==> config.mk <==
export PLATFORM = sky130hd
export DESIGN_NAME = exc_entry_ctrl
export DESIGN_NICKNAME = d
export VERILOG_FILES = /design/src/rtl/exc_entry_pkg.sv /design/src/rtl/exc_arbiter.sv /design/src/rtl/exc_target.sv /design/src/rtl/exc_state_regs.sv /design/src/rtl/exc_entry_ctrl.sv
export SDC_FILE = /design/constraint.sdc
export NUM_CORES = 1
export LEC_CHECK = 0
export ABC_AREA = 1
export BUFFER_PORTS_ARGS = -buffer_cell sky130_fd_sc_hd__buf_4
export CAP_MARGIN = 20
export CORE_ASPECT_RATIO = 2
export CORE_MARGIN = 3
export CORE_UTILIZATION = 33
export DETAILED_ROUTE_END_ITERATION = 7
export GPL_ROUTABILITY_DRIVEN = 0
export PLACE_DENSITY = 0.55
export SLEW_MARGIN = 20
export SYNTH_ARGS = -nofsm -noshare
export SYNTH_HDL_FRONTEND = slang
export SYNTH_HIERARCHICAL = 1
export SYNTH_SLANG_ARGS = --single-unit
export TNS_END_PERCENT = 100
==> constraint.sdc <==
create_clock -name clk -period 4 [get_ports clk]
set_input_delay 0.2 -clock clk [delete_from_list [all_inputs] [get_ports clk]]
set_output_delay 0.2 -clock clk [all_outputs]
set_load 0.02 [all_outputs]
==> src/rtl/exc_entry_pkg.sv <==
package exc_entry_pkg;
  localparam int CODE_W    = 12;
  localparam int SR_W      = 32;
  localparam int SR_BL     = 28;
  localparam int SR_RB     = 29;
  localparam int SR_MD     = 30;
  localparam int IMASK_LSB = 4;
  localparam int IMASK_W   = 4;

  localparam logic [CODE_W-1:0] C_POWER_ON = 12'h000;
  localparam logic [CODE_W-1:0] C_MANUAL   = 12'h020;
  localparam logic [CODE_W-1:0] C_TLB_RD   = 12'h040;
  localparam logic [CODE_W-1:0] C_TLB_WR   = 12'h060;
  localparam logic [CODE_W-1:0] C_TRAP     = 12'h160;
  localparam logic [CODE_W-1:0] C_BL_SAFE  = 12'h1E0;

  typedef enum logic [2:0] {
    EV_NONE, EV_RESET, EV_TLB, EV_GEN, EV_TRAP, EV_IRQ
  } ev_kind_t;
endpackage

==> src/rtl/exc_arbiter.sv <==
module exc_arbiter
  import exc_entry_pkg::*;
(
  input  logic                boundary_i,
  input  logic                exc_pending_i,
  input  logic [CODE_W-1:0]   exc_code_i,
  input  logic                irq_req_i,
  input  logic [IMASK_W-1:0]  irq_level_i,
  input  logic                blocked_i,
  input  logic [IMASK_W-1:0]  imask_i,
  output logic                take_o,
  output ev_kind_t            kind_o,
  output logic [CODE_W-1:0]   code_o
);
  logic irq_ok;
  logic [CODE_W-1:0] eff_code;

  always_comb begin
    eff_code = (blocked_i && exc_code_i != C_BL_SAFE) ? C_POWER_ON : exc_code_i;
    irq_ok   = irq_req_i && !blocked_i && (irq_level_i > imask_i);
  end

  always_comb begin
    take_o = 1'b0;
    kind_o = EV_NONE;
    code_o = eff_code;
    if (boundary_i) begin
      if (exc_pending_i) begin
        take_o = 1'b1;
        if (eff_code == C_POWER_ON || eff_code == C_MANUAL)
          kind_o = EV_RESET;
        else if (eff_code == C_TLB_RD || eff_code == C_TLB_WR)
          kind_o = EV_TLB;
        else if (eff_code == C_TRAP)
          kind_o = EV_TRAP;
        else
          kind_o = EV_GEN;
      end else if (irq_ok) begin
        take_o = 1'b1;
        kind_o = EV_IRQ;
      end
    end
  end
endmodule

==> src/rtl/exc_target.sv <==
module exc_target
  import exc_entry_pkg::*;
#(
  parameter int ADDR_W     = 32,
  parameter int PC_STEP    = 2,
  parameter logic [ADDR_W-1:0] RESET_PC = ADDR_W'(32'hA000_0000),
  parameter int OFS_GEN    = 'h100,
  parameter int OFS_TLB    = 'h400,
  parameter int OFS_IRQ    = 'h600
) (
  input  ev_kind_t            kind_i,
  input  logic [ADDR_W-1:0]   vbr_i,
  input  logic [ADDR_W-1:0]   pc_i,
  input  logic                in_ds_i,
  output logic [ADDR_W-1:0]   new_pc_o,
  output logic [ADDR_W-1:0]   spc_o
);
  localparam logic [ADDR_W-1:0] STEP = ADDR_W'(PC_STEP);
  logic [ADDR_W-1:0] base_spc;

  always_comb begin
    base_spc = in_ds_i ? (pc_i - STEP) : pc_i;
    spc_o    = (kind_i == EV_TRAP) ? (base_spc + STEP) : base_spc;
  end

  always_comb begin
    unique case (kind_i)
      EV_RESET: new_pc_o = RESET_PC;
      EV_TLB:   new_pc_o = vbr_i + ADDR_W'(OFS_TLB);
      EV_IRQ:   new_pc_o = vbr_i + ADDR_W'(OFS_IRQ);
      EV_GEN,
      EV_TRAP:  new_pc_o = vbr_i + ADDR_W'(OFS_GEN);
      default:  new_pc_o = pc_i;
    endcase
  end
endmodule

==> src/rtl/exc_state_regs.sv <==
module exc_state_regs
  import exc_entry_pkg::*;
#(
  parameter int ADDR_W = 32
) (
  input  logic                clk,
  input  logic                rst,
  input  logic                take_i,
  input  ev_kind_t            kind_i,
  input  logic [CODE_W-1:0]   code_i,
  input  logic [CODE_W-1:0]   vector_i,
  input  logic [SR_W-1:0]     sr_i,
  input  logic [31:0]         r15_i,
  input  logic                in_ds_i,
  input  logic [ADDR_W-1:0]   new_pc_i,
  input  logic [ADDR_W-1:0]   spc_i,
  output logic                entry_o,
  output logic                ds_clear_o,
  output logic [SR_W-1:0]     ssr_o,
  output logic [ADDR_W-1:0]   spc_o,
  output logic [31:0]         sgr_o,
  output logic [CODE_W-1:0]   expevt_o,
  output logic [CODE_W-1:0]   intevt_o,
  output logic [SR_W-1:0]     sr_o,
  output logic [ADDR_W-1:0]   pc_o
);
  logic [SR_W-1:0] sr_next;

  always_comb begin
    sr_next = sr_i;
    sr_next[SR_BL] = 1'b1;
    sr_next[SR_RB] = 1'b1;
    sr_next[SR_MD] = 1'b1;
    if (kind_i == EV_RESET)
      sr_next[IMASK_LSB +: IMASK_W] = '1;
  end

  always_ff @(posedge clk) begin
    if (rst) begin
      entry_o    <= 1'b0;
      ds_clear_o <= 1'b0;
      ssr_o      <= '0;
      spc_o      <= '0;
      sgr_o      <= '0;
      expevt_o   <= '0;
      intevt_o   <= '0;
      sr_o       <= '0;
      pc_o       <= '0;
    end else begin
      entry_o    <= take_i;
      ds_clear_o <= take_i && in_ds_i;
      if (take_i) begin
        ssr_o <= sr_i;
        spc_o <= spc_i;
        sgr_o <= r15_i;
        sr_o  <= sr_next;
        pc_o  <= new_pc_i;
        if (kind_i == EV_IRQ) intevt_o <= vector_i;
        else                  expevt_o <= code_i;
      end
    end
  end
endmodule

==> src/rtl/exc_entry_ctrl.sv <==
module exc_entry_ctrl
  import exc_entry_pkg::*;
#(
  parameter int ADDR_W = 32
) (
  input  logic               clk,
  input  logic               rst,
  input  logic               boundary_i,
  input  logic               exc_pending_i,
  input  logic [11:0]        exc_code_i,
  input  logic               irq_req_i,
  input  logic [3:0]         irq_level_i,
  input  logic [11:0]        irq_vector_i,
  input  logic [31:0]        sr_i,
  input  logic [ADDR_W-1:0]  pc_i,
  input  logic [31:0]        r15_i,
  input  logic [ADDR_W-1:0]  vbr_i,
  input  logic               in_delay_slot_i,
  output logic [3:0]         imask_o,
  output logic               entry_o,
  output logic               ds_clear_o,
  output logic [31:0]        ssr_o,
  output logic [ADDR_W-1:0]  spc_o,
  output logic [31:0]        sgr_o,
  output logic [11:0]        expevt_o,
  output logic [11:0]        intevt_o,
  output logic [31:0]        sr_o,
  output logic [ADDR_W-1:0]  pc_o
);
  logic              take;
  ev_kind_t          kind;
  logic [CODE_W-1:0] code_eff;
  logic [ADDR_W-1:0] new_pc;
  logic [ADDR_W-1:0] spc_val;

  assign imask_o = sr_i[IMASK_LSB +: IMASK_W];

  exc_arbiter u_arb (
    .boundary_i    (boundary_i),
    .exc_pending_i (exc_pending_i),
    .exc_code_i    (exc_code_i),
    .irq_req_i     (irq_req_i),
    .irq_level_i   (irq_level_i),
    .blocked_i     (sr_i[SR_BL]),
    .imask_i       (sr_i[IMASK_LSB +: IMASK_W]),
    .take_o        (take),
    .kind_o        (kind),
    .code_o        (code_eff)
  );

  exc_target #(.ADDR_W(ADDR_W)) u_tgt (
    .kind_i   (kind),
    .vbr_i    (vbr_i),
    .pc_i     (pc_i),
    .in_ds_i  (in_delay_slot_i),
    .new_pc_o (new_pc),
    .spc_o    (spc_val)
  );

  exc_state_regs #(.ADDR_W(ADDR_W)) u_regs (
    .clk        (clk),
    .rst        (rst),
    .take_i     (take),
    .kind_i     (kind),
    .code_i     (code_eff),
    .vector_i   (irq_vector_i),
    .sr_i       (sr_i),
    .r15_i      (r15_i),
    .in_ds_i    (in_delay_slot_i),
    .new_pc_i   (new_pc),
    .spc_i      (spc_val),
    .entry_o    (entry_o),
    .ds_clear_o (ds_clear_o),
    .ssr_o      (ssr_o),
    .spc_o      (spc_o),
    .sgr_o      (sgr_o),
    .expevt_o   (expevt_o),
    .intevt_o   (intevt_o),
    .sr_o       (sr_o),
    .pc_o       (pc_o)
  );

  AST_EXC_BEATS_IRQ: assert property (@(posedge clk) disable iff (rst)
    boundary_i && exc_pending_i |=> entry_o && $stable(intevt_o));
  AST_BL_TO_RESET: assert property (@(posedge clk) disable iff (rst)
    boundary_i && exc_pending_i && sr_i[SR_BL] && exc_code_i != C_BL_SAFE
    |=> expevt_o == C_POWER_ON && pc_o == ADDR_W'(32'hA000_0000));
  AST_BL_NO_IRQ: assert property (@(posedge clk) disable iff (rst)
    boundary_i && !exc_pending_i && sr_i[SR_BL] |=> !entry_o);
  AST_ENTRY_SR_BITS: assert property (@(posedge clk) disable iff (rst)
    entry_o |-> sr_o[SR_MD] && sr_o[SR_RB] && sr_o[SR_BL]);
  AST_DSCLR_WITH_ENTRY: assert property (@(posedge clk) disable iff (rst)
    ds_clear_o |-> entry_o);
  AST_IDLE_HOLDS: assert property (@(posedge clk) disable iff (rst)
    !boundary_i |=> !entry_o && $stable(pc_o) && $stable(expevt_o));
endmodule

==> results.tsv, run 1 <==
metric	value	unit
status	finished clean	
ys_seq_elements	159	
cts.htree.levels	4	
end_kind	flip-flop	
cts_tree	done	
area_delta_synth_final	38.46	%
yosysTopAreaCell	dfxtp_1	
cp_num_buf_inv	5	
grt_pass1_vias	11251	
fin_tns_setup	0	ps
syn-cell-area	0.01025	sq mm
finalCritPeriodShare	0.7450	
fin_crit	2980	ps
power_frac_seq	0.383	
hold_class	in -> reg	
ioPinCount	352	
diodes	0	
routed_wl	40.95	mm
power.total	0.004609	W
drt_iter0_drc	592	
crit_fanout	11	
ys_types	54	
maxCapViolCount	0	
path_delay_family	simple AND/OR/NAND/NOR gates	
drive_above_1_share	0.2413	
dp_hpwl	31.20	mm
syn_inst	1635	
wl_per_cell	17.25	um
ir_drop	0.3106	mV
clock_sinks	159	
tightest_slew	871.3	ps
maxSlewHeadroom	0.4175	
viasPerCell	5.005	
core.rowCount	90	
portBuffers	351	
rsz0062_at_grt	false	
path_clk_slew	70	ps
grt_pass1_wl	60.58	mm
cp.required	4330	ps
cts_inserted_buffers	17	
slew_violations	0	
syn_area_per_cell	6.271	sq um
floorplan.initialDensity	0.3372	
cp-start-kind	primary input	
cpPeakStageDelay	340	ps
setup_viol	0	
hold_violations	0	
grt_start_max_net_pins	135	
coreArea	0.03040	sq mm
ant_nets	0	
crit_type	in -> reg	
switching_power	0.001587	W
worstPathArrival	3310	ps
fmax	335.6	MHz
netSwitchingFraction	0.3443	
die_h	255.3	um
cts_root_buffer	clkbuf_16	
powerDensity	324.7	mW/mm^2
r2r_slack	3250	ps
ctsLongestPathBuffers	2	
clkPwrFrac	0.349	
ys_top_cells_by_area	dfxtp_1 (31%), nor2_1 (15%), nand2_1 (10%), o21ai_0 (8.6%), inv_1 (6.1%)	
internal_power	0.003022	W
crit_slowest_cell	or2_2	
netlist.area_leader.share	0.3105	
dr.pass1.iters	8	
fin_skew	0	ps
clock_latency	430	ps
ys_seq_area_frac	0.3105	
antenna_found_initial	0	
p_comb_frac	0.268	
grt-ovfl-total	0	
leakage	6.963	nW
vias	11882	
yosysWarnings	6	
path_cells	buf_4 > inv_1 > ha_1 > nand2_1 > o21ai_0 > a41oi_1 > or2_2 > a21oi_1 > inv_1 > nor3_1 > buf_4 > nand3_1 > nor2_1 > nor3b_4 > nand2_2 > nor2_2 > nand3_1 > nand2_1 > inv_1 > nor2_1 > nor2_1	
route.detailed.drc	0	
die-area	0.03335	sq mm
grtUsageTotal	0.2335	
nets	2166	
die_w	130.6	um
synth_fp_nets	1808	
==> cells in the mapped netlist (all sizes together) <==
library cell and instances:
xor2 12, a31o 1, nand3b 8, o21ai 183, inv 175, o221ai 3
nand3 94, nand4 20, o31ai 2, a41oi 3, buf 72, o22ai 6
o41ai 2, nor3 17, or2 2, a21oi 51, dfxtp 159, o2111ai 5
a31oi 10, xnor2 12, and3 2, nor3b 2, nor2 435, a22o 1
o21bai 1, o211ai 5, ha 11, o32ai 1, clkbuf 27, a211oi 5
clkinv 2, nor4 4, a22oi 2, nand2 300
==> path summary, 6_finish.rpt <==
path / depth (start not counted) / to / startpoint
setup / recovery: 21 / u_regs/spc_o[21] / sr_i[7]
hold / removal: 2 / u_regs/ds_clear_o / rst
setup reg to reg: 2 / u_regs/pc_o[23] / u_regs/pc_o[23]
hold reg to reg: 2 / u_regs/expevt_o[3] / u_regs/expevt_o[3]
==> flip-flops by register name (all words and copies together), names as in the netlist <==
signal,cells
u_regs/pc_o,32
u_regs/sgr_o,32
u_regs/spc_o,32
u_regs/ssr_o,32
u_regs/expevt_o,12
u_regs/intevt_o,12
u_regs/sr_o,5
u_regs/ds_clear_o,1
u_regs/entry_o,1
==> through the flow <==
step                      area [sq um]    util  hold WS (ps)  setup WS, ps  std cells
after global routing             14190  0.4669         16.52         526.7       2374
after CTS                        14190  0.4669         5.322          1036       2374
final                            14190  0.4669         34.01          1020       2374
after global placement           12910  0.4246         420.2         632.9       2271
after floorplan                  10250       -         320.8         876.4       1635
after detailed placement         12910  0.4246         427.8         567.8       2271
==> power by group through the flow <==
stage | logic (W) | clock network, W | registers, W
after floorplan | 0.000523 | 0 | 0.00193
after global placement | 0.00117 | 0 | 0.00180
after detailed placement | 0.00118 | 0 | 0.00180
after CTS | 0.00124 | 0.00167 | 0.00177
after global routing | 0.00134 | 0.00172 | 0.00178
final | 0.00123 | 0.00161 | 0.00177
==> area by class of cell <==
type	instances	area (sq um)
Clock inverter	15	148.9
Fill cell	3262	16210
Tap cell	368	460.4
Inverter	177	678.2
Sequential cell	159	3183
Clock buffer	17	425.4
Timing Repair Buffer	438	3491
Multi-Input combinational cell	1200	5808
==> logic make-up (layout without fill, tap and decap cells) <==
logic type	after synthesis	in the layout	synth area share
simple gates	884	884	0.3800
xor+xnor	24	24	0.02233
fa+ha+maj	11	11	0.01342
flops	159	159	0.3105
compound gates	281	281	0.1507
buf+inv	276	647	0.1230
==> metal layers <==
metal  vias up  GRT usage  part of all wire
li1       5935          -                 -
met1      5381     0.2456              0.36
met2       445     0.4276              0.53
met3       121    0.04073             0.052
met4         0     0.1327             0.057
met5         -          0                 0
==> worst reg2reg max path, cell delays in order, from the launching register on <==
cell,delay (ps)
dfxtp_1,450
o21ai_0,110
nor2_1,120
==> what timing repair did <==
item                                   4_1_cts  5_1_grt
gates resized for setup                      0        0
buffers inserted                             0        0
hold buffers                                71        0
endpoints found under the hold margin       71        0
==> cells in the final DEF (no fill, tap or decap), drive strengths merged <==
cell,count
nand3,94
buf,367
clkinvlp,5
o41ai,2
o21ai,183
o22ai,6
a31o,1
nand2,300
a31oi,10
a211oi,5
clkinv,5
ha,11
o21bai,1
a21oi,51
inv,182
xnor2,12
o31ai,2
nand3b,8
a22oi,2
nor4,4
o32ai,1
a41oi,3
xor2,12
clkbuf,17
o221ai,3
nor2,435
nor3b,2
or2,2
o211ai,5
nand4,20
a22o,1
o2111ai,5
dlygate4sd3,71
nor3,17
dfxtp,159
and3,2
No activity file was read; power rests on OpenSTA's default activity.
==> inputs of run 2 (changes only) <==
--- a/config.mk
+++ b/config.mk
@@ -13,7 +13,7 @@
 export CORE_UTILIZATION = 33
 export DETAILED_ROUTE_END_ITERATION = 7
 export GPL_ROUTABILITY_DRIVEN = 0
-export PLACE_DENSITY = 0.55
+export PLACE_DENSITY = 0.57
 export SLEW_MARGIN = 20
 export SYNTH_ARGS = -nofsm -noshare
 export SYNTH_HDL_FRONTEND = slang
==> constraint.sdc (replaced) <==
create_clock -name clk -period 2.6 [get_ports clk]
set_input_delay 0.13 -clock clk [delete_from_list [all_inputs] [get_ports clk]]
set_output_delay 0.13 -clock clk [all_outputs]
set_load 0.02 [all_outputs]
==> results.tsv, run 2 (synthesized netlist as in run 1, its figures left out) <==
metric	value	unit	change
dp.cells	2351		+3.5%
clock_sinks	159		unchanged
fin_crit	2456	ps	
met3_usage	0.03864		-0.002089
area_delta_synth_final	48.10	%	
wl_per_cell	16.74	um	-2.9%
ant_nets	0		unchanged
busiest_layer	met2		
clock_latency	440	ps	about the same
coreArea	0.03040	sq mm	unchanged
tightest_slew	600.7	ps	-270.6 ps
netSwitchingFraction	0.3428		-0.001483
core.rowCount	90		unchanged
fin_skew	0	ps	unchanged
ir_drop	0.4389	mV	+41%
setup_viol	0		unchanged
cts.htree.levels	4		unchanged
crit_type	in -> reg		
drive_above_1_share	0.2878		+0.04654
nets	2262		+4.4%
die-area	0.03335	sq mm	unchanged
placed_area	0.01365	sq mm	+5.7%
cts_inserted_buffers	17		unchanged
clkPwrFrac	0.357		+0.008
fin_tns_setup	0	ps	unchanged
die_h	255.3	um	unchanged
fmax	407.2	MHz	
final_area	0.01518	sq mm	+7.0%
hold_violations	0		unchanged
cp-start-kind	primary input		
maxSlewHeadroom	0.5995		+0.1820
internal_power	0.004886	W	+62%
grt-ovfl-total	0		unchanged
mostFrequentLayoutCell	buf_4		
p_comb_frac	0.278		+0.010
grt_pass1_wl	61.71	mm	+1.9%
end_kind	flip-flop		
worst_hold_slack	33.40	ps	-0.6152 ps
powerDensity	489.6	mW/mm^2	+51%
antenna_found_initial	0		unchanged
viasPerCell	4.985		-0.39%
dr.pass1.iters	5		-3
dp_hpwl	31.98	mm	+2.5%
switching_power	0.002549	W	+61%
rsz0062_at_grt	true		
grt_use_met1	0.2398		-0.005776
ioPinCount	352		unchanged
vias	12314		+3.6%
portBuffers	351		unchanged
leakage	7.500	nW	+7.7%
slew_violations	0		unchanged
routed_wl	41.36	mm	+1.0%
maxCapViolCount	0		unchanged
die_w	130.6	um	unchanged
reg2reg_from	u_regs/pc_o[30]		
layout_common_cells	buf_4 (452), nor2_1 (396), nand2_1 (273)		
finalCritPeriodShare	0.9446		
diodes	0		unchanged
cts_root_buffer	clkbuf_16		
ctsLongestPathBuffers	2		unchanged
route.detailed.drc	0		unchanged
cts_tree	done		
met2_usage	0.4358		+0.008186
hold_class	in -> reg		
drt_iter0_drc	639		+7.9%
holdCritStartpoint	vbr_i[2]		
power_frac_seq	0.366		-0.017
grt_start_max_net_pins	61		-55%
status	finished clean		
worstPathArrival	2790	ps	-520 ps
final_cells	2470		+4.0%
crit_fanout	10		-1
grtUsageTotal	0.2356		+0.002049
crit_start	sr_i[7]		
path_clk_slew	70	ps	about the same
floorplan.initialDensity	0.3372		unchanged
grt_pass1_vias	11988		+6.6%
final_util	0.4994		+0.03251
cp.required	2940	ps	-1390 ps
==> run 2: changes by cell type in the layout (fill, tap and decap cells not counted), moves of 4 or more <==
cell | previous run | this run
buf_4 | 365 | 452
nor2_1 | 403 | 396
o21ai_1 | 5 | 9
dlygate4sd3_1 | 71 | 75
nand2_1 | 277 | 273
nor2_2 | 21 | 25
ha_1 | 11 | 7
o21ai_0 | 177 | 172
inv_1 | 165 | 159
==> run 2: layer usage <==
layer  vias up  part of all wire
met5         -                 0
met4         0             0.066
met3       149             0.052
met2       449              0.53
met1      5603              0.35
li1       6113                 -
==> run 2: through the flow <==
step	power, W	worst slack, ps
3_5_place_dp	0.004714	-407.3
3_3_place_gp	0.004699	-358.3
4_1_cts	0.007510	45.80
5_1_grt	0.007818	-75.21
6_report	0.007434	144.2
2_1_floorplan	0.003790	0.2793
==> run 2: cell type report <==
cell class | count | area [sq um]
repair buffers | 534 | 4260
inverters | 177 | 689.4
clock buffers | 17 | 425.4
clock inverters | 15 | 191.4
fillers | 3151 | 15220
flip-flops and latches | 159 | 3183
well taps | 368 | 460.4
multi-input cells | 1200 | 5973
==> run 2: final timing paths <==
kind / to / slack [ps] / cells past startpoint
setup / recovery: u_regs/pc_o[27] / 140 / 22
hold / removal: u_regs/pc_o[2] / 30 / 5
setup reg to reg: u_regs/pc_o[30] / 1860 / 2
hold reg to reg: u_regs/expevt_o[8] / 480 / 2
==> run 2: worst max-delay path, stage by stage <==
cell and delay, ps:
buf_4 100, inv_4 30, ha_4 250, nand2_1 60, o21ai_2 140, a41oi_2 130
or2_4 280, a21oi_4 230, nand2_1 120, nor2_2 150, inv_1 100, nand2_2 110
nor2_4 50, inv_1 100, nor2_4 60, inv_1 90, buf_12 130, buf_4 130
nor2_1 40, a31o_2 210, nor2_1 100, nor2_1 50
==> run 2: power groups by stage <==
stage | logic, W | registers (W) | clock network, W
2_1_floorplan | 0.000820 | 0.00297 | 0
3_3_place_gp | 0.00193 | 0.00277 | 0
3_5_place_dp | 0.00194 | 0.00277 | 0
4_1_cts | 0.00204 | 0.00272 | 0.00275
5_1_grt | 0.00224 | 0.00274 | 0.00284
6_report | 0.00206 | 0.00272 | 0.00265
==> run 2: repair_timing <==
action | 4_1_cts | 5_1_grt
endpoints found under the hold margin | 80 | 0
buffers inserted | 0 | 12
hold buffers | 75 | 0
setup endpoints to repair | 0 | 28
resized for setup | 0 | 24
